[src/rtl/uart_tx_pkg.sv]
// Shared definitions for the UART transmit serializer.
// Assumes: nothing beyond IEEE 1800-2017 package semantics.
package uart_tx_pkg;

    // Phases of one serial frame.
    typedef enum logic [2:0] {
        ST_IDLE,
        ST_START,
        ST_DATA,
        ST_PARITY,
        ST_STOP
    } tx_state_t;

endpackage

[src/rtl/uart_tx_fifo.sv]
// Holding FIFO for characters waiting to be serialized.
// Shows the head entry combinationally (first word falls through).
// A write when full is dropped. A read when empty is ignored.
// Assumes: the reader only pops while not empty.
module uart_tx_fifo #(
    parameter int WIDTH = 8,
    parameter int DEPTH = 16
) (
    input  logic             clk,
    input  logic             rst_n,
    input  logic             wr_en,
    input  logic [WIDTH-1:0] wr_data,
    input  logic             rd_en,
    output logic [WIDTH-1:0] rd_data,
    output logic             empty,
    output logic             full
);
    localparam int AW = (DEPTH > 1) ? $clog2(DEPTH) : 1;
    localparam int CNTW = $clog2(DEPTH + 1);
    localparam logic [AW-1:0] LAST = AW'(DEPTH - 1);
    localparam logic [CNTW-1:0] FULL_CNT = CNTW'(DEPTH);

    logic [WIDTH-1:0] mem [DEPTH];
    logic [AW-1:0]    wr_ptr;
    logic [AW-1:0]    rd_ptr;
    logic [CNTW-1:0]  count;
    logic             push;
    logic             pop;

    assign empty   = (count == '0);
    assign full    = (count == FULL_CNT);
    assign push    = wr_en && !full;
    assign pop     = rd_en && !empty;
    assign rd_data = mem[rd_ptr];

    // Store accepted characters at the write pointer.
    always_ff @(posedge clk) begin
        if (push) begin
            mem[wr_ptr] <= wr_data;
        end
    end

    // Advance pointers and occupancy on accepted pushes and pops.
    always_ff @(posedge clk) begin
        if (!rst_n) begin
            wr_ptr <= '0;
            rd_ptr <= '0;
            count  <= '0;
        end else begin
            if (push) begin
                wr_ptr <= (wr_ptr == LAST) ? '0 : wr_ptr + 1'b1;
            end
            if (pop) begin
                rd_ptr <= (rd_ptr == LAST) ? '0 : rd_ptr + 1'b1;
            end
            if (push && !pop) begin
                count <= count + 1'b1;
            end else if (pop && !push) begin
                count <= count - 1'b1;
            end
        end
    end

    // Occupancy never passes the depth.
    assert_no_overflow_R6: assert property (@(posedge clk) disable iff (!rst_n)
        count <= FULL_CNT);

    // A write into a full FIFO with no read leaves occupancy unchanged.
    assert_full_drop_R6: assert property (@(posedge clk) disable iff (!rst_n)
        (full && wr_en && !rd_en) |=> $stable(count));

    // The frame engine never pops an empty FIFO.
    assert_no_underflow_R6: assert property (@(posedge clk) disable iff (!rst_n)
        rd_en |-> !empty);

endmodule

[src/rtl/uart_tx_frame_engine.sv]
// Frame engine: loads one character at a time from the FIFO and drives start,
// data (LSB first), optional parity and stop levels, each timed in 16x ticks.
// Latches length, parity and stop settings when it loads a character.
// Loads the next character at the last stop tick, so frames leave no gap.
// Assumes: DATA_W is at least 8, so every 5..8 bit length fits.
module uart_tx_frame_engine
    import uart_tx_pkg::*;
#(
    parameter int DATA_W = 8,
    parameter int OVS    = 16
) (
    input  logic              clk,
    input  logic              rst_n,
    input  logic              tick,
    input  logic              fifo_empty,
    input  logic [DATA_W-1:0] fifo_data,
    input  logic [1:0]        char_len,
    input  logic              parity_en,
    input  logic              parity_odd,
    input  logic              stop_two,
    output logic              fifo_pop,
    output logic              line,
    output logic              busy
);
    localparam int CW = $clog2(2 * OVS + 1);
    localparam int BW = $clog2(DATA_W) + 1;
    localparam logic [CW-1:0] BIT_TICKS  = CW'(OVS);
    localparam logic [CW-1:0] HALF_TICKS = CW'(OVS / 2);
    localparam logic [CW-1:0] MAX_CNT    = CW'(2 * OVS - 1);
    localparam logic [BW-1:0] MIN_BITS   = BW'(5);

    tx_state_t         state_q;
    logic [DATA_W-1:0] shreg_q;
    logic [CW-1:0]     cnt_q;
    logic [BW-1:0]     idx_q;
    logic [BW-1:0]     nbits_q;
    logic              par_en_q;
    logic              par_q;
    logic [CW-1:0]     stop_ticks_q;

    logic [CW-1:0]     limit;
    logic [CW-1:0]     cfg_stop;
    logic              bit_done;
    logic              load;

    // Tick count that ends the current bit, and the stop length for a new frame.
    always_comb begin
        limit = (state_q == ST_STOP) ? stop_ticks_q : BIT_TICKS;
        if (!stop_two) begin
            cfg_stop = BIT_TICKS;
        end else if (char_len == 2'b00) begin
            cfg_stop = BIT_TICKS + HALF_TICKS;
        end else begin
            cfg_stop = BIT_TICKS + BIT_TICKS;
        end
    end

    assign bit_done = tick && (cnt_q == limit - 1'b1);
    assign load     = !fifo_empty &&
                      ((state_q == ST_IDLE) || (state_q == ST_STOP && bit_done));
    assign fifo_pop = load;
    assign busy     = (state_q != ST_IDLE);

    // Line level for the current frame phase.
    always_comb begin
        unique case (state_q)
            ST_START:  line = 1'b0;
            ST_DATA:   line = shreg_q[0];
            ST_PARITY: line = par_q;
            default:   line = 1'b1;
        endcase
    end

    // Frame sequencing: load, count ticks, step through the bit phases.
    always_ff @(posedge clk) begin
        if (!rst_n) begin
            state_q      <= ST_IDLE;
            shreg_q      <= '0;
            cnt_q        <= '0;
            idx_q        <= '0;
            nbits_q      <= MIN_BITS;
            par_en_q     <= 1'b0;
            par_q        <= 1'b0;
            stop_ticks_q <= BIT_TICKS;
        end else if (load) begin
            state_q      <= ST_START;
            shreg_q      <= fifo_data;
            cnt_q        <= '0;
            idx_q        <= '0;
            nbits_q      <= MIN_BITS + BW'(char_len);
            par_en_q     <= parity_en;
            par_q        <= parity_odd;
            stop_ticks_q <= cfg_stop;
        end else if (tick && state_q != ST_IDLE) begin
            if (!bit_done) begin
                cnt_q <= cnt_q + 1'b1;
            end else begin
                cnt_q <= '0;
                unique case (state_q)
                    ST_START: state_q <= ST_DATA;
                    ST_DATA: begin
                        shreg_q <= shreg_q >> 1;
                        par_q   <= par_q ^ shreg_q[0];
                        idx_q   <= idx_q + 1'b1;
                        if (idx_q == nbits_q - 1'b1) begin
                            state_q <= par_en_q ? ST_PARITY : ST_STOP;
                        end
                    end
                    ST_PARITY: state_q <= ST_STOP;
                    default:   state_q <= ST_IDLE;
                endcase
            end
        end
    end

    // Tick counter stays inside the longest (two-bit) stop interval.
    assert_tick_bound_R4: assert property (@(posedge clk) disable iff (!rst_n)
        cnt_q <= MAX_CNT);

    // Data phase never indexes past the latched character length.
    assert_bit_index_R2: assert property (@(posedge clk) disable iff (!rst_n)
        (state_q == ST_DATA) |-> (idx_q < nbits_q));

    // A frame ends only from the stop phase, leaving the line high.
    assert_end_from_stop_R5: assert property (@(posedge clk) disable iff (!rst_n)
        $fell(busy) |-> ($past(state_q) == ST_STOP) && line);

endmodule

[src/rtl/uart_tx_serializer.sv]
// UART transmit serializer top: holding FIFO feeding the frame engine,
// with a break override on the serial line and two status outputs.
// Assumes: baud_tick is a single-cycle pulse at 16x the baud rate, and the
// format inputs are held steady while a character is being loaded.
module uart_tx_serializer #(
    parameter int DATA_W     = 8,
    parameter int FIFO_DEPTH = 16,
    parameter int OVERSAMPLE = 16
) (
    input  logic              clk,
    input  logic              rst_n,
    input  logic              baud_tick,
    input  logic              wr_en,
    input  logic [DATA_W-1:0] wr_data,
    input  logic [1:0]        char_len,
    input  logic              parity_en,
    input  logic              parity_odd,
    input  logic              stop_two,
    input  logic              break_force,
    output logic              txd,
    output logic              tx_empty,
    output logic              irq_fifo_empty
);
    logic [DATA_W-1:0] head_data;
    logic              fifo_empty;
    logic              fifo_full;
    logic              pop;
    logic              eng_line;
    logic              eng_busy;

    uart_tx_fifo #(
        .WIDTH (DATA_W),
        .DEPTH (FIFO_DEPTH)
    ) u_fifo (
        .clk     (clk),
        .rst_n   (rst_n),
        .wr_en   (wr_en),
        .wr_data (wr_data),
        .rd_en   (pop),
        .rd_data (head_data),
        .empty   (fifo_empty),
        .full    (fifo_full)
    );

    uart_tx_frame_engine #(
        .DATA_W (DATA_W),
        .OVS    (OVERSAMPLE)
    ) u_engine (
        .clk        (clk),
        .rst_n      (rst_n),
        .tick       (baud_tick),
        .fifo_empty (fifo_empty),
        .fifo_data  (head_data),
        .char_len   (char_len),
        .parity_en  (parity_en),
        .parity_odd (parity_odd),
        .stop_two   (stop_two),
        .fifo_pop   (pop),
        .line       (eng_line),
        .busy       (eng_busy)
    );

    // Break overrides the engine level; status combines FIFO and engine.
    assign txd            = break_force ? 1'b0 : eng_line;
    assign tx_empty       = fifo_empty && !eng_busy;
    assign irq_fifo_empty = fifo_empty;

    // Nothing pending and no break means the line sits high.
    assert_empty_line_high_R7: assert property (@(posedge clk) disable iff (!rst_n)
        (tx_empty && !break_force) |-> txd);

    // A full FIFO can never coexist with an idle engine for a whole cycle.
    assert_full_means_busy_R6: assert property (@(posedge clk) disable iff (!rst_n)
        fifo_full |-> eng_busy);

endmodule

[config.mk]
export PLATFORM = sky130hd
export DESIGN_NAME = uart_tx_serializer
export DESIGN_NICKNAME = d
export VERILOG_FILES = /design/src/rtl/uart_tx_pkg.sv /design/src/rtl/uart_tx_fifo.sv /design/src/rtl/uart_tx_frame_engine.sv /design/src/rtl/uart_tx_serializer.sv
export SDC_FILE = /design/constraint.sdc
export NUM_CORES = 1
export LEC_CHECK = 0
export ABC_AREA = 1
export ABC_CLOCK_PERIOD_IN_PS = 7000
export BUFFER_PORTS_ARGS = -buffer_cell sky130_fd_sc_hd__buf_2
export CORE_ASPECT_RATIO = 0.5
export CORE_MARGIN = 2
export CORE_UTILIZATION = 45
export DETAILED_ROUTE_END_ITERATION = 16
export GPL_TIMING_DRIVEN = 0
export PLACE_DENSITY = 0.58
export SLEW_MARGIN = 5
export SYNTH_ARGS = -nofsm -noshare
export SYNTH_HDL_FRONTEND = slang
export SYNTH_SLANG_ARGS = --single-unit
[constraint.sdc]
create_clock -name clk -period 7 [get_ports clk]
set_input_delay 0.7 -clock clk [delete_from_list [all_inputs] [get_ports clk]]
set_output_delay 0.7 -clock clk [all_outputs]
set_load 0.01 [all_outputs]
Yosys cells after proc, flatten, opt, wreduce, memory -nomap -nowiden --
Memories as Yosys holds them, arrays and structs flattened. A register that Yosys moved wholly into a read port is not among the register bits. Index checks and enable logic that the tools add are counted.
Operators by class: $add $sub $neg 9, eq/ne operators 11, multiplexer cells 28, bitwise gates (word level) 2, reductions and logical operators 28
Operators by type and width (count):
- $mux W8 | 4
- $mux W6 | 4
- $mux W4 | 4
- $add A4 B1 Y4 const B | 3
- $reduce_and A3 Y1 | 4
- $mux W1 | 10
- $mux W5 | 2
- $logic_and A1 B1 Y1 | 9
- $pmux W3 S3 | 1
- $eq A4 B4 Y1 const B | 2
- $reduce_bool A2 Y1 | 4
- $add A6 B1 Y6 const B | 1
- $eq A3 B2 Y1 const B | 2
- $eq A6 B6 Y1 | 1
- $mux W3 | 2
- $sub A6 B1 Y6 const B | 1
- $add A5 B1 Y5 const B | 1
- $eq A5 B5 Y1 const B | 1
- $logic_not A1 Y1 | 5
- $logic_not A5 Y1 | 1
- $sub A5 B1 Y5 const B | 1
- $add A3 B2 Y4 const A | 1
- $eq A4 B4 Y1 | 1
- $sub A4 B1 Y4 const B | 1
- 12 further kinds | 12
Word-level totals: register bits after elaboration 46, bits in writable memories 128, bits of input ports 18, output and inout port bits 3, logic and storage cells 91, memories 1
Memories:
- u_fifo.mem | depth 16, width 8, rd ports 1, clocked after memory_dff 1, wr ports 1, line uart_tx_fifo.sv:23 | logic [WIDTH-1:0] mem [DEPTH];

Logic depth before layout (Yosys ltp) --
Gate-level depths: netlist of the first run.
word-level depth 12, mapped depth 23, gate-level depth less buffers 21

By module --
From an unflattened synthesis of the first run, not the netlist that was laid out.
Unflattened totals: cell total of the unflattened synthesis 865, area, all modules 8085.3 sq um
By module, submodules not included:
- uart_tx_fifo | times used 1, cells an instance 624, area an instance 6327.3 sq um, seq. area each 4184.0 sq um
- uart_tx_frame_engine | times used 1, cells an instance 237, area an instance 1737.9 sq um, seq. area each 600.6 sq um
- uart_tx_serializer | times used 1, cells an instance 4, area an instance 20.0 sq um, seq. area each 0.0 sq um

Worst setup path after synthesis of the first run --
Ideal clock, no wire load.
kind register to register, start point register u_engine.state_q[1], end point register u_fifo.count[4], setup time 119 ps, arrival time 2960 ps, data required time 6881 ps, slack 3921 ps, cell stages (with the launch flop) 23, path buffers 2, period minus slack after synthesis 3079 ps, cells stage by stage dfxtp_1 > nor2_4 > nand3_2 > ha_1 > inv_1 > nand2_1 > nand3b_1 > nor2_4 > nand2_2 > nand2_2 > nand2_2 > buf_6 > buf_8 > ha_1 > inv_1 > ha_1 > a21o_1 > a21oi_1 > nor2_1 > nor2_1 > nand2_1 > o21ai_0 > a21oi_1
On the way: cells in the longest elaborated chain, start to end 12, elaborated cells between the ends (all ways) 15, classes of those cells add/sub (1); eq/ne (2); mux (2); reduce/logical (10)
Ends and longest elaborated chain:
- from (decl) | line uart_tx_frame_engine.sv:32 | tx_state_t state_q;
- from (signal assigned) | line uart_tx_frame_engine.sv:106 | state_q <= par_en_q ? ST_PARITY : ST_STOP;
- $eq A3 B3 Y1 | line uart_tx_frame_engine.sv:48, uart_tx_frame_engine.sv:60
- $mux W6 | line uart_tx_frame_engine.sv:48 | limit = (state_q == ST_STOP) ? stop_ticks_q : BIT_TICKS;
- $sub A6 B1 Y6 | line uart_tx_frame_engine.sv:58 | assign bit_done = tick && (cnt_q == limit - 1'b1);
- $eq A6 B6 Y1 | line uart_tx_frame_engine.sv:58
- $logic_and A1 B1 Y1 | line uart_tx_frame_engine.sv:58
- $logic_and A1 B1 Y1 | line uart_tx_frame_engine.sv:60 | ((state_q == ST_IDLE) || (state_q == ST_STOP && bit_done));
- $logic_or A1 B1 Y1 (*) | line uart_tx_frame_engine.sv:60
- $logic_and A1 B1 Y1 (*) | line uart_tx_frame_engine.sv:59 | assign load = !fifo_empty &&
- $logic_and A1 B1 Y1 (*) | line uart_tx_fifo.sv:33 | assign pop = rd_en && !empty;
- $logic_not A1 Y1 | line uart_tx_fifo.sv:56 | if (push && !pop) begin
- $logic_and A1 B1 Y1 | line uart_tx_fifo.sv:56
- $mux W5 / $reduce_bool A2 Y1 (equally long branches)
- to (signal assigned) | line uart_tx_fifo.sv:57 | count <= count + 1'b1;
- to (signal assigned) | line uart_tx_fifo.sv:59 | count <= count - 1'b1;
- to (decl) | line uart_tx_fifo.sv:26 | logic [CNTW-1:0] count;
Mark *: on every way between the ends. The rest lies on a longest branch, timed or not. A chain may end at the register's enable or synchronous reset.

Final worst setup path of the first run --
Ends and elaborated chain as after synthesis.

==> results.sh, run 1 <==
export IMPL_fmax_mhz=296
export IMPL_synth_xor_area_share_pct=1.49
export IMPL_cts_tree="built"
export IMPL_slew_limit_headroom_pct=37.2
export IMPL_synthTopCellsByArea="edfxtp_1 50%, dfxtp_1 12%, nand2_1 12%"
export IMPL_coreArea_um2=16500
export IMPL_reg2regPathDepth=22
export IMPL_start_util_pct=46.4
export IMPL_synth_compound_area_share_pct=4.09
export IMPL_die_area_um2=18100
export IMPL_fin_setup_tns_ns=0
export IMPL_htree_levels=4
export IMPL_wl_um=18200
export IMPL_fin_crit_ns=3.38
export IMPL_maxCapViolations=0
export IMPL_remaining_drc_errors=0
export IMPL_final_cells=1061
export IMPL_timing_final_ws_setup_ns=3.62
export IMPL_hold_viol=0
export IMPL_drive_above_1_share_pct=9.23
export IMPL_drtPass1Iterations=6
export IMPL_hp_class="register to register"
export IMPL_gp_congestion=0.837
export IMPL_grt_start_max_net_pins=20
export IMPL_setup_viol=0
export IMPL_place_area_um2=8020
export IMPL_leakage_uw=0.00328
export IMPL_synth_seq_cells=175
export IMPL_num_nets_final=855
export IMPL_synth_top_area_share_pct=50.3
export IMPL_power_uw=3240
export IMPL_grt_overflow=0
export IMPL_synth_distinct_cells=39
export IMPL_antenna_left=0
export IMPL_arrival_ns=3.70
export IMPL_grt_usage_pct=21.0
export IMPL_p_per_area_nw_per_um2=376
export IMPL_cp_endpoint="u_fifo.count[4]$_SDFFE_PN0P_"
export IMPL_via_per_inst=5.18
export IMPL_die_h_um=96.1
export IMPL_core_rowCount=33
export IMPL_n_antenna_cell=0
export IMPL_yosys_area_share_simple_pct=24.5
export IMPL_mostFrequentLayoutCell="nand2_1"
export IMPL_pin_count=21
export IMPL_r2r_start="u_engine.state_q[1]$_SDFFE_PP0P_"
export IMPL_rsz0062_at_grt="false"
export IMPL_ys_warnings_count=0
export IMPL_cts_root_buffer_cell="clkbuf_16"
export IMPL_placed_cells=1029
export IMPL_cts_sinks=175
export IMPL_grt_antenna_before_repair=0
export IMPL_peakVddDrop_mv=0.186
export IMPL_status="complete, no violations"
export IMPL_r2r_slack_ns=3.62
export IMPL_final_cell_mix="241 x nand2_1, 128 x edfxtp_1, 112 x nand3_1"
export IMPL_start_kind="register"
export IMPL_numCtsBuffers=17
export IMPL_fin_crit_sh_pct=48.3
export IMPL_critPathMaxFanout=10
export IMPL_synthesis_instances=782
export IMPL_vias=5492
export IMPL_ys_seq_area_share_pct=62.6
export IMPL_end_kind="register"
export IMPL_portBuffers=20
export IMPL_cts_resized=0
export IMPL_area_growth_syn_to_layout_pct=12.8
export IMPL_synth_top_family_by_area="simple AND/OR/NAND/NOR gates"
export IMPL_r2r_end="u_fifo.count[4]$_SDFFE_PN0P_"
export IMPL_clock_latency_ns=0.43
export IMPL_dr_first_iter_drc_count=544
export IMPL_cts_post_setup_buffers_inserted=0
export IMPL_clk_pin_slew_ns=0.07
export IMPL_critPathKind="register to register"
export IMPL_postSynthAreaPerCell_um2=9.77
export IMPL_cts_hold_fix_buffers=0
export IMPL_grt_pass1_vias=5131
export IMPL_grt_pass1_wl_um=28000
export IMPL_finClkSkew_ns=0.0164
export IMPL_cp_required_ns=7.32
export IMPL_die_w_um=188
export IMPL_slew_viol_final=0
export IMPL_syn_nets=816
export IMPL_critPathLaunch="u_engine.state_q[1]$_SDFFE_PP0P_"
export IMPL_wl_per_cell_um=17.2
export IMPL_final_cell_area_um2=8620
export IMPL_synth_top_area_cell="edfxtp_1"
export IMPL_syn_area_um2=7640
export IMPL_place_ws_ns=3.63
export IMPL_clockBufferDepth=2
export IMPL_hpwl_um=12300
export IMPL_max_slew_worst_pin_slew_ns=0.938
export IMPL_synthMuxAreaShare_pct=0
export IMPL_synthAdderAreaFrac_pct=2.72
==> how the worst min path moves through the flow <==
stage                                                  endpoint  slack (ns)  cells past startpoint                                  start
after CTS                 u_engine.stop_ticks_q[5]$_SDFFE_PN0P_        0.45                      2  u_engine.stop_ticks_q[5]$_SDFFE_PN0P_
after global placement    u_engine.stop_ticks_q[5]$_SDFFE_PN0P_        0.43                      2  u_engine.stop_ticks_q[5]$_SDFFE_PN0P_
final                     u_engine.stop_ticks_q[5]$_SDFFE_PN0P_        0.45                      2  u_engine.stop_ticks_q[5]$_SDFFE_PN0P_
after global routing           u_engine.nbits_q[0]$_SDFFE_PN1P_        0.48                      2                            char_len[0]
after floorplan           u_engine.stop_ticks_q[5]$_SDFFE_PN0P_        0.42                      2  u_engine.stop_ticks_q[5]$_SDFFE_PN0P_
after detailed placement  u_engine.stop_ticks_q[5]$_SDFFE_PN0P_        0.44                      2  u_engine.stop_ticks_q[5]$_SDFFE_PN0P_
==> layout make-up <==
type | count | area, um^2
plain buffers | 33 | 163
fillers | 1484 | 7860
well taps | 227 | 284
repair buffers | 20 | 100
clock inverters | 15 | 166
clock buffers | 17 | 425
flip-flops and latches | 175 | 4780
inverters | 49 | 184
multi-input cells | 525 | 2510
==> flip-flops by register name, summed over array words and instances, names as in the netlist, named ones only <==
register               count
u_engine.stop_ticks_q      3
u_engine.shreg_q           8
u_fifo.mem               128
u_engine.par_q             1
u_fifo.count               5
u_engine.state_q           3
u_engine.nbits_q           4
u_fifo.wr_ptr              4
u_engine.idx_q             4
u_engine.par_en_q          1
u_fifo.rd_ptr              4
u_engine.cnt_q             6
==> cells by family (layout without fill, tap and decap cells) <==
family | count (synthesis) | after routing
buffers and inverters | 82 | 134
AOI/OAI and AO/OA | 56 | 56
and+or+nand+nor | 440 | 440
xor gates and xnor gates | 13 | 13
adders and majority gates | 16 | 16
DFF | 175 | 175
==> stage by stage <==
| step | hold slack (ns) | util [%] |
|---|---|---|
| global route | 0.479 | 52.3 |
| global placement | 0.429 | 48.7 |
| finish | 0.454 | 52.3 |
| CTS | 0.454 | 52.3 |
| floorplan | 0.419 | - |
| detailed placement | 0.438 | 48.7 |
==> where the power goes <==
group	total [uW]	leakage (uW)	internal (uW)	switching, uW
clock network	938	0.000287	480	458
registers	1250	0.00154	1200	51.9
logic	1050	0.00145	327	725
==> synth_stat cells (all sizes together) <==
library cell / count
o21ai: 25
clkinv: 2
xnor2: 4
nor2: 63
nor3: 7
ha: 15
a21o: 1
nand4: 2
buf: 13
nand3: 115
and3: 4
xor2: 9
inv: 47
clkbuf: 20
nor3b: 1
o21a: 2
nand3b: 2
dfxtp: 47
fa: 1
a211oi: 1
nand2: 244
edfxtp: 128
a21oi: 27
or2: 1
nor4: 1
==> critical path: stages, from the launching register on <==
cell,delay [ns]
dfxtp_1,0.34
nor2_4,0.20
nand3_2,0.10
ha_1,0.22
inv_1,0.05
nand2_1,0.04
nand2_1,0.07
xor2_1,0.23
nand2_2,0.13
nand2_2,0.10
nand2_2,0.07
buf_6,0.14
buf_8,0.15
ha_1,0.22
inv_1,0.14
ha_1,0.30
a21o_1,0.20
a21oi_1,0.17
nor2_1,0.06
nor2_1,0.08
nand2_1,0.07
o21ai_0,0.14
a21oi_1,0.05
==> per-layer routing <==
metal  wire [um]  vias to the layer above  global-route usage [%]
met5           0                        -                       0
met1        8860                     2602                    29.0
met2        8110                      162                    34.3
met4         291                        0                    6.89
met3         946                       22                    3.54
li1            -                     2706                       -
(Power assumes the default switching activity.)
==> run 2, diff against run 1 <==
Settings changed: ABC_CLOCK_PERIOD_IN_PS 7000 to 2850, PLACE_DENSITY 0.58 to 0.6.
Clock period 7 ns to 2.85 ns, I/O delays scaled along.
==> run 2 against run 1 <==
  * The flow now finishes with violations (setup timing)
  * Sequential share of layout area is 0.85 points lower
  * Combinational power grew to 2.6 times the previous value
  * Clock power is 150% higher
  * Non-clock buffer count is 11 higher
==> results.sh, run 2 (synthesis results as in run 1) <==
export IMPL_status="finished, violations left"
export IMPL_violations="setup timing"
export IMPL_r2r_start="u_engine.state_q[0]$_SDFFE_PN0P_"
export IMPL_slowest_delay_ns=0.35
export IMPL_grt_start_max_net_pins=20
export IMPL_critPathKind="register to register"
export IMPL_crit_path_cell_trace="nor2_4 > nand2_1 > nor2_1 > ha_2 > inv_2 > nand2_1 > nand3b_1 > nor2_4 > nand2_4 > nand2_4 > nand2_4 > ha_4 > inv_4 > fa_2 > a21o_1 > a21oi_2 > nor2_1 > nor2_1 > nand2_1 > o21ai_1 > a21oi_1"
export IMPL_cp_top_family="simple AND/OR/NAND/NOR gates"
export IMPL_min_from="char_len[0]"
export IMPL_grt_antenna_before_repair=0
export IMPL_final_cells=1072
export IMPL_place_ws_ns=-0.393
export IMPL_slew_limit_headroom_pct=33.7
export IMPL_clock_latency_ns=0.44
export IMPL_final_cell_mix="240 x nand2_1, 128 x edfxtp_1, 112 x nand3_1"
export IMPL_wl_um=18800
export IMPL_cts_root_buffer_cell="clkbuf_16"
export IMPL_numCtsBuffers=17
export IMPL_core_rowCount=33
export IMPL_leakage_uw=0.00333
export IMPL_p_sw_share_pct=38.3
export IMPL_clkPwrFrac_pct=28.5
export IMPL_vias=5588
export IMPL_internal_power_uw=5040
export IMPL_hold_viol=0
export IMPL_seqPwrFrac_pct=37.7
export IMPL_p_switching_uw=3130
export IMPL_arrival_ns=3.23
export IMPL_critPathLaunch="u_engine.state_q[0]$_SDFFE_PN0P_"
export IMPL_peakVddDrop_mv=0.403
export IMPL_hpwl_um=12300
export IMPL_clk_pin_slew_ns=0.08
export IMPL_cp_required_ns=3.16
export IMPL_pin_count=21
export IMPL_cts_tree="built"
export IMPL_finClkSkew_ns=0.0161
export IMPL_max_slew_worst_pin_slew_ns=0.990
export IMPL_dr_first_iter_drc_count=517
export IMPL_fin_crit_sh_pct=102
export IMPL_hold_ws_ns=0.0933
export IMPL_n_antenna_cell=0
export IMPL_slowest_stage="dfxtp_2"
export IMPL_hp_class="input port to register"
export IMPL_grt_pass1_vias=5120
export IMPL_via_per_inst=5.21
export IMPL_cts_hold_fix_buffers=0
export IMPL_area_growth_syn_to_layout_pct=14.6
export IMPL_fmax_mhz=343
export IMPL_die_h_um=96.1
export IMPL_portBuffers=20
export IMPL_mostFrequentLayoutCell="nand2_1"
export IMPL_pwr_share_comb_pct=33.7
export IMPL_slew_viol_final=0
export IMPL_end_kind="register"
export IMPL_start_kind="register"
export IMPL_placed_cells=1029
export IMPL_path_buf_inv=2
export IMPL_reg_largest_list="u_fifo.mem: 128 flops, u_engine.shreg_q: 8 flops, u_engine.cnt_q: 6 flops"
export IMPL_largest_register="u_fifo.mem"
export IMPL_gp_congestion=0.866
export IMPL_critPathMaxFanout=4
export IMPL_grt_pass1_wl_um=28700
export IMPL_drtPass1Iterations=6
export IMPL_setup_viol=2
export IMPL_p_per_area_nw_per_um2=933
export IMPL_clockBufferDepth=2
export IMPL_antenna_left=0
export IMPL_fin_setup_tns_ns=-0.109
export IMPL_drive_above_1_share_pct=11.7
export IMPL_fin_crit_ns=2.91
export IMPL_num_nets_final=866
export IMPL_timing_final_ws_setup_ns=-0.0636
export IMPL_die_w_um=188
export IMPL_cts_sinks=175
export IMPL_coreArea_um2=16500
export IMPL_remaining_drc_errors=0
export IMPL_die_area_um2=18100
export IMPL_rsz0062_at_grt="true"
export IMPL_htree_levels=4
export IMPL_grt_usage_pct=21.7
export IMPL_maxCapViolations=0
export IMPL_start_util_pct=46.4
export IMPL_wl_per_cell_um=17.5
export IMPL_grt_overflow=0
export IMPL_largest_reg_flops=128
run 2: cell count changes in the layout (fill, tap and decap cells not counted), moves of 2 or more:
cell / delta
buf_4: +13
ha_1: -3
nand2_4: +3
dfxtp_1: -2
dfxtp_2: +2
ha_4: +2
inv_1: -2
nand2_2: -2
o21ai_0: -2
o21ai_1: +2
run 2: layout make-up:
class | count | area (um^2)
fillers | 1456 | 7720
flip-flops and latches | 175 | 4790
multi-input cells | 525 | 2570
clock buffers | 17 | 425
well taps | 227 | 284
repair buffers | 33 | 198
inverters | 49 | 186
clock inverters | 15 | 165
plain buffers | 31 | 136
run 2: worst paths after layout:
check,to,slack (ns),cells after the start
setup / recovery,u_fifo.count[4]$_SDFFE_PN0P_,-0.06,21
hold / removal,u_engine.nbits_q[0]$_SDFFE_PN1P_,0.09,2
setup reg to reg,u_fifo.count[4]$_SDFFE_PN0P_,-0.06,21
hold reg to reg,u_engine.stop_ticks_q[5]$_SDFFE_PN0P_,0.45,2
run 2: what timing repair did:
| action | 4_1_cts | 5_1_grt |
|---|---|---|
| gates resized for setup | 7 | 5 |
| endpoints found under the setup margin | 4 | 3 |
| pin swaps | 6 | 19 |
| setup buffers | 5 | 8 |
run 2: through the flow:
step	utilization [%]	power [uW]	cell area [um^2]
6_report	53.1	8170	8750
5_1_grt	53.1	8640	8750
4_1_cts	52.8	8110	8710
3_5_place_dp	49.0	5760	8070
3_3_place_gp	49.0	5710	8070
2_1_floorplan	-	4910	7680
run 2: power groups by stage:
| stage | logic (uW) | registers [uW] | clock network, uW |
|---|---|---|---|
| after detailed placement | 2620 | 3140 | 0 |
| after global placement | 2580 | 3130 | 0 |
| final | 2760 | 3080 | 2330 |
| after CTS | 2680 | 3080 | 2350 |
| after floorplan | 1810 | 3100 | 0 |
| after global routing | 3070 | 3110 | 2460 |
run 2: metal layers:
layer,wire length [um],part of all wire (%),global-route usage [%],vias up
li1,-,-,-,2726
met1,8700,46,30.2,2634
met2,8420,45,34.7,202
met3,1350,7.2,4.05,26
met4,311,1.7,6.82,0
met5,0,0,0,-
